<file path="src/rtl/frac_seq_pkg.sv">
package frac_seq_pkg;
    localparam int INT_W = 16;
    localparam int MOD_W = 12;
    localparam int OFS_W = 4;

    typedef struct packed {
        logic [INT_W-1:0] int_val;
        logic [MOD_W-1:0] frac;
        logic [MOD_W-1:0] modulus;
        logic             int_only;
    } div_cfg_t;
endpackage

</file>
<file path="src/rtl/frac_seq_acc.sv">
module frac_seq_acc #(
    parameter int W = 12
) (
    input  logic         clk,
    input  logic         rst_n,
    input  logic         clr,
    input  logic         adv,
    input  logic [W-1:0] inc,
    input  logic [W-1:0] modulus,
    output logic [W-1:0] res_nxt,
    output logic         carry
);
    typedef struct packed {
        logic [W-1:0] acc;
    } acc_st_t;

    acc_st_t st_d, st_q;
    logic [W:0] sum_w, dif_w;

    always_comb begin
        sum_w   = {1'b0, st_q.acc} + {1'b0, inc};
        dif_w   = sum_w - {1'b0, modulus};
        carry   = (sum_w >= {1'b0, modulus});
        res_nxt = carry ? dif_w[W-1:0] : sum_w[W-1:0];
        st_d    = st_q;
        if (clr)
            st_d.acc = '0;
        else if (adv)
            st_d.acc = res_nxt;
    end

    always_ff @(posedge clk or negedge rst_n) begin
        if (!rst_n) st_q <= '0;
        else        st_q <= st_d;
    end


    residue_below_mod_chk: assert property (@(posedge clk) disable iff (!rst_n)
        st_q.acc < modulus);
endmodule

</file>
<file path="src/rtl/frac_seq_mash.sv">
module frac_seq_mash
    import frac_seq_pkg::*;
#(
    parameter int W = MOD_W
) (
    input  logic                    clk,
    input  logic                    rst_n,
    input  logic                    clr,
    input  logic                    adv,
    input  logic [W-1:0]            frac,
    input  logic [W-1:0]            modulus,
    output logic signed [OFS_W-1:0] offset
);
    localparam int STAGES = 3;

    typedef struct packed {
        logic c2_p;
        logic c3_p;
        logic c3_pp;
    } hist_t;

    hist_t          h_d, h_q;
    logic [W-1:0]   stg_in  [STAGES];
    logic [W-1:0]   stg_res [STAGES];
    logic [STAGES-1:0] cy;

    assign stg_in[0] = frac;

    for (genvar g = 0; g < STAGES; g++) begin : g_stage
        if (g > 0) begin : g_chain
            assign stg_in[g] = stg_res[g-1];
        end
        frac_seq_acc #(.W(W)) u_acc (
            .clk     (clk),
            .rst_n   (rst_n),
            .clr     (clr),
            .adv     (adv),
            .inc     (stg_in[g]),
            .modulus (modulus),
            .res_nxt (stg_res[g]),
            .carry   (cy[g])
        );
    end

    always_comb begin
        offset = $signed({3'b000, cy[0]})
               + $signed({3'b000, cy[1]}) - $signed({3'b000, h_q.c2_p})
               + $signed({3'b000, cy[2]}) - $signed({2'b00, h_q.c3_p, 1'b0})
               + $signed({3'b000, h_q.c3_pp});
        h_d = h_q;
        if (clr) begin
            h_d = '0;
        end else if (adv) begin
            h_d.c2_p  = cy[1];
            h_d.c3_p  = cy[2];
            h_d.c3_pp = h_q.c3_p;
        end
    end

    always_ff @(posedge clk or negedge rst_n) begin
        if (!rst_n) h_q <= '0;
        else        h_q <= h_d;
    end


    offset_span_chk: assert property (@(posedge clk) disable iff (!rst_n)
        (offset >= -4'sd3) && (offset <= 4'sd4));
endmodule

</file>
<file path="src/rtl/frac_seq_cfg.sv">
module frac_seq_cfg
    import frac_seq_pkg::*;
#(
    parameter int MIN_INT_LO = 23,
    parameter int MIN_INT_HI = 75
) (
    input  logic     clk,
    input  logic     rst_n,
    input  logic     wr,
    input  div_cfg_t wr_cfg,
    input  logic     wr_presc_hi,
    input  logic     adv,
    output div_cfg_t act_cfg,
    output div_cfg_t nxt_cfg,
    output logic     load,
    output logic     err
);
    localparam logic [INT_W-1:0] LIM_LO = INT_W'(MIN_INT_LO);
    localparam logic [INT_W-1:0] LIM_HI = INT_W'(MIN_INT_HI);

    typedef struct packed {
        div_cfg_t pend;
        logic     pend_vld;
        logic     err;
        div_cfg_t act;
    } cfg_st_t;

    cfg_st_t st_d, st_q;
    logic    bad;

    always_comb begin
        bad  = (wr_cfg.int_val < (wr_presc_hi ? LIM_HI : LIM_LO))
             || (wr_cfg.modulus < MOD_W'(2))
             || (wr_cfg.frac >= wr_cfg.modulus);
        load = adv && st_q.pend_vld && !st_q.err;
        st_d = st_q;
        if (load) begin
            st_d.act      = st_q.pend;
            st_d.pend_vld = 1'b0;
        end
        if (wr) begin
            st_d.pend     = wr_cfg;
            st_d.pend_vld = 1'b1;
            st_d.err      = bad;
        end
    end

    always_ff @(posedge clk or negedge rst_n) begin
        if (!rst_n) begin
            st_q              <= '0;
            st_q.act.int_val  <= LIM_LO;
            st_q.act.modulus  <= MOD_W'(2);
            st_q.act.int_only <= 1'b1;
        end else begin
            st_q <= st_d;
        end
    end

    assign act_cfg = st_q.act;
    assign nxt_cfg = st_d.act;
    assign err     = st_q.err;


    hold_on_err_chk: assert property (@(posedge clk) disable iff (!rst_n)
        st_q.err |=> $stable(st_q.act));
endmodule

</file>
<file path="src/rtl/frac_div_seq.sv">
module frac_div_seq
    import frac_seq_pkg::*;
#(
    parameter int MIN_INT_LO = 23,
    parameter int MIN_INT_HI = 75
) (
    input  logic             clk,
    input  logic             rst_n,
    input  logic             cfg_wr,
    input  logic [INT_W-1:0] cfg_int,
    input  logic [MOD_W-1:0] cfg_frac,
    input  logic [MOD_W-1:0] cfg_mod,
    input  logic             cfg_presc_hi,
    input  logic             cfg_int_only,
    input  logic             step,
    output logic [INT_W:0]   div_out,
    output logic             cfg_err
);
    localparam int OUT_W = INT_W + 1;

    typedef struct packed {
        logic [OUT_W-1:0] div;
    } top_st_t;

    top_st_t                 st_d, st_q;
    div_cfg_t                wr_cfg, act_cfg, nxt_cfg;
    logic                    load, bypass, mash_adv;
    logic signed [OFS_W-1:0] offset, ofs_use;

    assign wr_cfg = '{int_val: cfg_int, frac: cfg_frac, modulus: cfg_mod,
                      int_only: cfg_int_only};

    frac_seq_cfg #(
        .MIN_INT_LO (MIN_INT_LO),
        .MIN_INT_HI (MIN_INT_HI)
    ) u_cfg (
        .clk         (clk),
        .rst_n       (rst_n),
        .wr          (cfg_wr),
        .wr_cfg      (wr_cfg),
        .wr_presc_hi (cfg_presc_hi),
        .adv         (step),
        .act_cfg     (act_cfg),
        .nxt_cfg     (nxt_cfg),
        .load        (load),
        .err         (cfg_err)
    );

    assign bypass   = act_cfg.int_only && (act_cfg.frac == '0);
    assign mash_adv = step && !load && !bypass;

    frac_seq_mash #(.W(MOD_W)) u_mash (
        .clk     (clk),
        .rst_n   (rst_n),
        .clr     (load),
        .adv     (mash_adv),
        .frac    (act_cfg.frac),
        .modulus (act_cfg.modulus),
        .offset  (offset)
    );

    always_comb begin
        ofs_use = (load || bypass) ? '0 : offset;
        st_d    = st_q;
        if (step)
            st_d.div = {1'b0, nxt_cfg.int_val}
                     + {{(OUT_W-OFS_W){ofs_use[OFS_W-1]}}, ofs_use};
    end

    always_ff @(posedge clk or negedge rst_n) begin
        if (!rst_n) st_q <= '0;
        else        st_q <= st_d;
    end

    assign div_out = st_q.div;


    hold_between_steps_chk: assert property (@(posedge clk) disable iff (!rst_n)
        !step |=> $stable(div_out));


    apply_exact_chk: assert property (@(posedge clk) disable iff (!rst_n)
        load |=> (div_out == {1'b0, act_cfg.int_val}));


    bypass_repeat_chk: assert property (@(posedge clk) disable iff (!rst_n)
        (step && !load && bypass) |=> (div_out == {1'b0, act_cfg.int_val}));


    near_int_chk: assert property (@(posedge clk) disable iff (!rst_n)
        (step && !load) |=>
            (({1'b0, div_out} + (OUT_W+1)'(3)) >= {2'b00, act_cfg.int_val}) &&
            ({1'b0, div_out} <= ({2'b00, act_cfg.int_val} + (OUT_W+1)'(4))));
endmodule

</file>
<file path="config.mk">
export PLATFORM = sky130hd
export DESIGN_NAME = frac_div_seq
export DESIGN_NICKNAME = d
export VERILOG_FILES = /design/src/rtl/frac_seq_pkg.sv /design/src/rtl/frac_seq_acc.sv /design/src/rtl/frac_seq_mash.sv /design/src/rtl/frac_seq_cfg.sv /design/src/rtl/frac_div_seq.sv
export SDC_FILE = /design/constraint.sdc
export NUM_CORES = 1
export LEC_CHECK = 0
export BUFFER_PORTS_ARGS = -buffer_cell sky130_fd_sc_hd__clkbuf_2
export CAP_MARGIN = 20
export CORE_MARGIN = 2
export CORE_UTILIZATION = 60
export DETAILED_ROUTE_END_ITERATION = 8
export GPL_TIMING_DRIVEN = 0
export PLACE_DENSITY = 0.77
export SYNTH_ARGS = -nofsm -noshare
export SYNTH_HDL_FRONTEND = slang
export SYNTH_HIERARCHICAL = 1
export SYNTH_SLANG_ARGS = --single-unit
export TNS_END_PERCENT = 50
</file>
<file path="constraint.sdc">
create_clock -name clk -period 12.9 [get_ports clk]
set_input_delay 0.645 -clock clk [delete_from_list [all_inputs] [get_ports clk]]
set_output_delay 0.645 -clock clk [all_outputs]
set_load 0.02 [all_outputs]
</file>
==> qor.yml, run 1 <==
reg2regPathDepth: 56
holdWs_ps: 213.7
r2r_start: "u_cfg/act_cfg[13]"
wirelength_um: 31440
fp.dieW_um: 143.1
crit_slowest_cell: "or3_2"
grt_use_total: 0.3101
layoutNonFillerInstCount: 1707
setup_viol: 0
wl_per_cell_um: 18.42
gp_congestion: 0.9352
row_count: 50
grt_pass1_vias: 10040
reg2reg_setup_slack_ps: 370
die_h_um: 143.1
min_path_type: "input port to async pin"
finalNetCount: 1600
critPathMaxFanout: 11
place_inst: 1660
portBuffers: 62
core_um2: 18830
drt_iter0_drc: 871
status: "complete, no violations"
syn2layout_area_growth_pct: 13.93
dpl.hpwl_um: 23360
hold_viol_final: 0
multi_input_area_um2: 7520
maxCapViolations: 0
tightestPinTransition_ps: 750.2
die_area_um2: 20470
cts.root.buffer_cell: "clkbuf_16"
viasPerCell: 6.186
diodes: 0
critPathKind: "register to register"
firstDrtPassIters: 7
cts_hold_buffers: 0
cts_tree: "yes"
finClkSkew_ps: 15.63
syn_area_um2: 11600
grt_pass1_wl_um: 50090
syn_avg_cell_area_um2: 8.680
cpPeakStageDelay_ps: 480
cts_made_buffers: 17
antenna_left: 0
drc: 0
io_pins: 64
cts_max_level: 4
cp.required_ps: 13210
crit_top_cell: "ha_1"
dp_slack_ps: -213.8
drive_gt1_frac: 0.1887
antenna_found_initial: 0
grt_overflow_total: 0
cp-start-kind: "register"
grt_start_max_net_pins: 72
fmax_ghz: 0.07981
finalCritPeriodShare: 0.9713
fill_cells: 1488
period_minus_slack_ps: 12530
insertion_delay_ps: 430
end_kind: "register"
crit_arrival_ps: 12840
relSlewSlack: 0.4933
initial_core_util: 0.6163
worst_slack_ps: 370.7
slew_violations: 0
via_count: 10560
syn_inst: 1337
cts_buffer_depth: 2
rr_endpoint: "div_out[11]"
synth_nets: 1502
regArea_um2: 3511
clk_pin_slew_ps: 70
ys_warn_count: 6
cts.sinks: 140
==> cell type report <==
| class | instances | area share |
|---|---|---|
| buffer | 75 | 0.03331 |
| clock buffer | 18 | 0.03322 |
| clock inverter | 13 | 0.01022 |
| inverter | 101 | 0.02867 |
| multi-input combinational | 1020 | 0.5688 |
| sequential | 140 | 0.2655 |
| tap | 260 | 0.02460 |
| timing repair buffer | 80 | 0.03568 |
==> layer usage <==
layer,GRT usage,share of wire,vias to the layer above
met5,0,0,-
met4,0.1261,0.032,0
met3,0.05567,0.062,68
met2,0.4880,0.46,400
met1,0.4238,0.44,5076
li1,-,-,5016
==> metrics by stage <==
stage	TNS (ps)	cell area, µm²	utilization
2_1_floorplan	0	11600	-
3_3_place_gp	-330.1	12240	0.6500
3_5_place_dp	-1530	12280	0.6520
4_1_cts	0	12860	0.6828
5_1_grt	-1282	13220	0.7021
6_report	0	13220	0.7021
==> flip-flops by register name (all words and copies together), names as in the netlist <==
name	flops
u_cfg/err	1
div_out	17
u_cfg/st_q	42
u_cfg/act_cfg	41
u_mash/h_q	3
u_mash/g_stage.u_acc/st_q	36
==> worst max-delay path by stage <==
stage	endpoint	slack, ps	cells after the start	from
floorplan	div_out[9]	1730	54	u_cfg/act_cfg[13]
global placement	div_out[14]	-90	54	u_cfg/act_cfg[13]
detailed placement	div_out[11]	-210	53	u_cfg/act_cfg[13]
CTS	div_out[14]	70	54	u_cfg/act_cfg[13]
global route	div_out[11]	-200	56	u_cfg/act_cfg[21]
finish	div_out[11]	370	56	u_cfg/act_cfg[13]
==> critical path, delay by kind of cell (launching register included) <==
family	cells	cell delay, ps
AND/OR/NAND/NOR	10	2050
buffers and inverters	12	1720
AO/OA/AOI/OAI	21	4160
flip-flops	1	380
XOR/XNOR	2	510
adder cells (fa/ha/maj)	11	3590
==> timing repair <==
item | CTS | global route
endpoints found under the setup margin | 12 | 16
gates resized for setup | 3 | 58
setup buffers | 0 | 17
pin swaps | 0 | 12
==> layout by cell type (no fill, tap or decap), drive strengths merged, types with 24 or more instances in the layout <==
| cell type | n |
|---|---|
| a211oi | 29 |
| a21oi | 83 |
| buf | 73 |
| o21ai | 43 |
| a21o | 32 |
| dfrtp | 134 |
| mux2 | 53 |
| nand3 | 33 |
| nor3 | 24 |
| ha | 110 |
| clkbuf | 100 |
| xnor2 | 40 |
| nand2 | 209 |
| nor2 | 76 |
| a311oi | 24 |
| inv | 107 |
Power of run 1 is not shown: default switching activity piles up to over one toggle a cycle in this logic, so the estimate is an artifact.
==> inputs of run 2 (changes only) <==
- PLACE_DENSITY: 0.77 -> 0.78
- SYNTH_HIERARCHICAL: 1 -> not set
==> run 2 against run 1 <==
Net effect: the run now ends with negative setup slack left; non-clock buffer count is 70 higher; via count down 10%; setup slack worse by 600 ps; utilization is 9.7 points higher; sequential share of layout area decreased by 0.15 points; clock skew down 4.0 ps; maximum frequency down 4.6%; first-iteration DRC count is the same; cell area up 0.57%; die area shrank 12%; synthesized cell count decreased by 23%; worst hold slack got worse by 42 ps; critical endpoint is now div_out[15]; largest cell class unchanged; highest routed layer unchanged.
==> qor.yml, run 2 <==
violations: "negative setup slack"
cpPeakStageDelay_ps: 510  # was 480 ps
synth_cell_types: 78
worst_slack_ps: -234.1  # was 370.7 ps
grt_pass1_vias: 9092  # was 10,040
cts_made_buffers: 17  # unchanged
crit_arrival_ps: 13460  # was 12,840 ps
tightestPinTransition_ps: 1074  # was 750.2 ps
synth-adder-area-share: 0.1472
yosys.area.top_type: "dfrtp_1"
grt_overflow_total: 0  # unchanged
crit_top_cell: "ha_4"  # was ha_1
synth_top_family_by_area: "compound AO/OA/AOI/OAI gates"
core_um2: 16640  # was 18,830 µm²
initial_core_util: 0.6142  # was 0.6163
cts_tree: "yes"  # unchanged
slew_violations: 0  # unchanged
period_minus_slack_ps: 13130  # was 12,530 ps
portBuffers: 62  # unchanged
die_area_um2: 18100  # was 20,470 µm²
syn2layout_area_growth_pct: 30.07  # was 13.93%
synth.most_common_cell: "dfrtp_1"
gp_congestion: 0.9179  # was 0.9352
cts.sinks: 140  # unchanged
syn_avg_cell_area_um2: 9.954  # was 8.680 µm²
synth_top_area_share: 0.3280
grt_pass1_wl_um: 47000  # was 50,090 µm
dpl.hpwl_um: 19190  # was 23,360 µm
synth-compound-area-share: 0.1542
ys_seq_elements: 140
io_pins: 64  # unchanged
grt_use_total: 0.3344  # was 0.3101
insertion_delay_ps: 450  # was 430 ps
drc: 0  # unchanged
syn_inst: 1027  # was 1,337
synth.area.mux_share: 0.1300
diodes: 0  # unchanged
synth_xor_area_frac: 0.05398
async_flop_share: 1.000
min_path_type: "input port to async pin"  # unchanged
fmax_ghz: 0.07614  # was 0.07981 GHz
end_kind: "register"  # unchanged
critPathMaxFanout: 6  # was 11
layoutNonFillerInstCount: 1471  # was 1,707
final_cell_mix: "134 x dfrtp_1, 127 x buf_4, 98 x mux2_2, 76 x ha_1, 62 x inv_1"  # was 209 x nand2_1, 134 x dfrtp_1, 102 x ha_1, 96 x inv_1, 72 x nor2_1
synthFlopType: "dfrtp_1"
via_count: 9495  # was 10,560
cts.root.buffer_cell: "clkbuf_16"  # unchanged
finalNetCount: 1398  # was 1,600
wl_per_cell_um: 22.15  # was 18.42 µm
relSlewSlack: 0.2748  # was 0.4933
cp.required_ps: 13230  # was 13,210 ps
wirelength_um: 32590  # was 31,440 µm
synth_nets: 1187  # was 1,502
place_inst: 1310  # was 1,660
maxCapViolations: 0  # unchanged
synthTopCellsByArea: "dfrtp_1 33%, ha_1 13%, mux2_2 11%"
viasPerCell: 6.455  # was 6.186
cts_buffer_depth: 2  # unchanged
synthSimpleGateAreaFrac: 0.1310
yosysSeqAreaShare: 0.3435
antenna_left: 0  # unchanged
top_register: "u_cfg.st_q"  # was u_cfg/st_q
hold_viol_final: 0  # unchanged
finalCritPeriodShare: 1.018  # was 0.9713
ys_warn_count: 0  # was 6
firstDrtPassIters: 7  # unchanged
fp.dieW_um: 134.5  # was 143.1 µm
crit_slowest_cell: "o31ai_1"  # was or3_2
status: "complete, but fails checks"  # was complete, no violations
synth-edff-count: 0
antenna_found_initial: 0  # unchanged
reg2regPathDepth: 62  # was 56
die_h_um: 134.5  # was 143.1 µm
cts_hold_buffers: 0  # unchanged
grt_start_max_net_pins: 75  # was 72
final_common_cell: "dfrtp_1"  # was nand2_1
largest_reg_flops: 42  # unchanged
netlist_top_cells_count: "134 x dfrtp_1, 105 x ha_1, 99 x mux2_2"
holdWs_ps: 172.0  # was 213.7 ps
row_count: 47  # was 50
drive_gt1_frac: 0.3773  # was 0.1887
cp-start-kind: "register"  # unchanged
setup_viol: 8  # was 0
critPathKind: "register to register"  # unchanged
finClkSkew_ps: 11.62  # was 15.63 ps
cts_max_level: 4  # unchanged
clk_pin_slew_ps: 70  # about the same
syn_area_um2: 10220  # was 11,600 µm²
drt_iter0_drc: 871  # unchanged
-- run 2: through the flow --
stage / setup WS, ps / setup TNS, ps / util / cell area [µm²]
2_1_floorplan: 40.43 / 0 / - / 10260
3_3_place_gp: -1915 / -20220 / 0.6515 / 10840
3_5_place_dp: -2145 / -23760 / 0.6537 / 10880
4_1_cts: 18.14 / 0 / 0.7522 / 12520
5_1_grt: -797.8 / -7836 / 0.7990 / 13300
6_report: -234.1 / -899.7 / 0.7990 / 13300
-- run 2: worst paths after layout --
kind,slack (ps),end,start
worst max-delay path,-230,div_out[15],u_mash.g_stage[0].u_acc.st_q[0]
worst min-delay path,170,u_mash.g_stage[2].u_acc.st_q[4],rst_n
worst max register to register,-230,div_out[15],u_mash.g_stage[0].u_acc.st_q[0]
worst min register to register,490,u_cfg.st_q[42],u_cfg.st_q[42]
max in group asynchronous,11940,u_cfg.act_cfg[2],rst_n
min in group clk,450,u_cfg.st_q[76],cfg_int[8]
-- run 2: cell families (layout without fill, tap and decap cells) --
family          count (synthesis)  in the layout
compound gates                233            233
xor+xnor                       63             63
fa+ha+maj                     115            115
buf+inv                       101            325
flops                         140            140
mux                           118            118
simple gates                  257            257
-- run 2: timing repair --
| action | 4_1_cts | 5_1_grt |
|---|---|---|
| endpoints found under the setup margin | 16 | 14 |
| buffers inserted | 94 | 44 |
| pin swaps | 43 | 78 |
| cloned | 0 | 1 |
| resized for setup | 67 | 98 |
-- run 2: area by class of cell --
class	instances	area, µm²
repair buffers	194	1354
repair inverters	1	8.758
clock inverters	14	152.6
multi-input cells	786	7132
inverters	67	264.0
clock buffers	18	439.2
fillers	907	3346
flip-flops and latches	140	3511
well taps	220	275.3
plain buffers	31	160.2
-- run 2: per-layer routing --
metal / vias up / share of wire / track usage
met2: 537 / 0.48 / 0.5505
met5: - / 0 / 0
met4: 0 / 0.056 / 0.1596
met1: 4627 / 0.39 / 0.4266
li1: 4175 / - / -
met3: 156 / 0.077 / 0.06456
-- run 2: worst max-delay path: cells and delay by family, from the launching register on --
family / cells / cell delay, ps
AOI/OAI and AO/OA: 24 / 5540
adders and majority gates: 12 / 3240
and+or+nand+nor: 15 / 2230
buffers and inverters: 8 / 860
DFF: 1 / 400
muxes: 1 / 400
xor gates and xnor gates: 2 / 330
Power of run 2 is left out for the same reason.
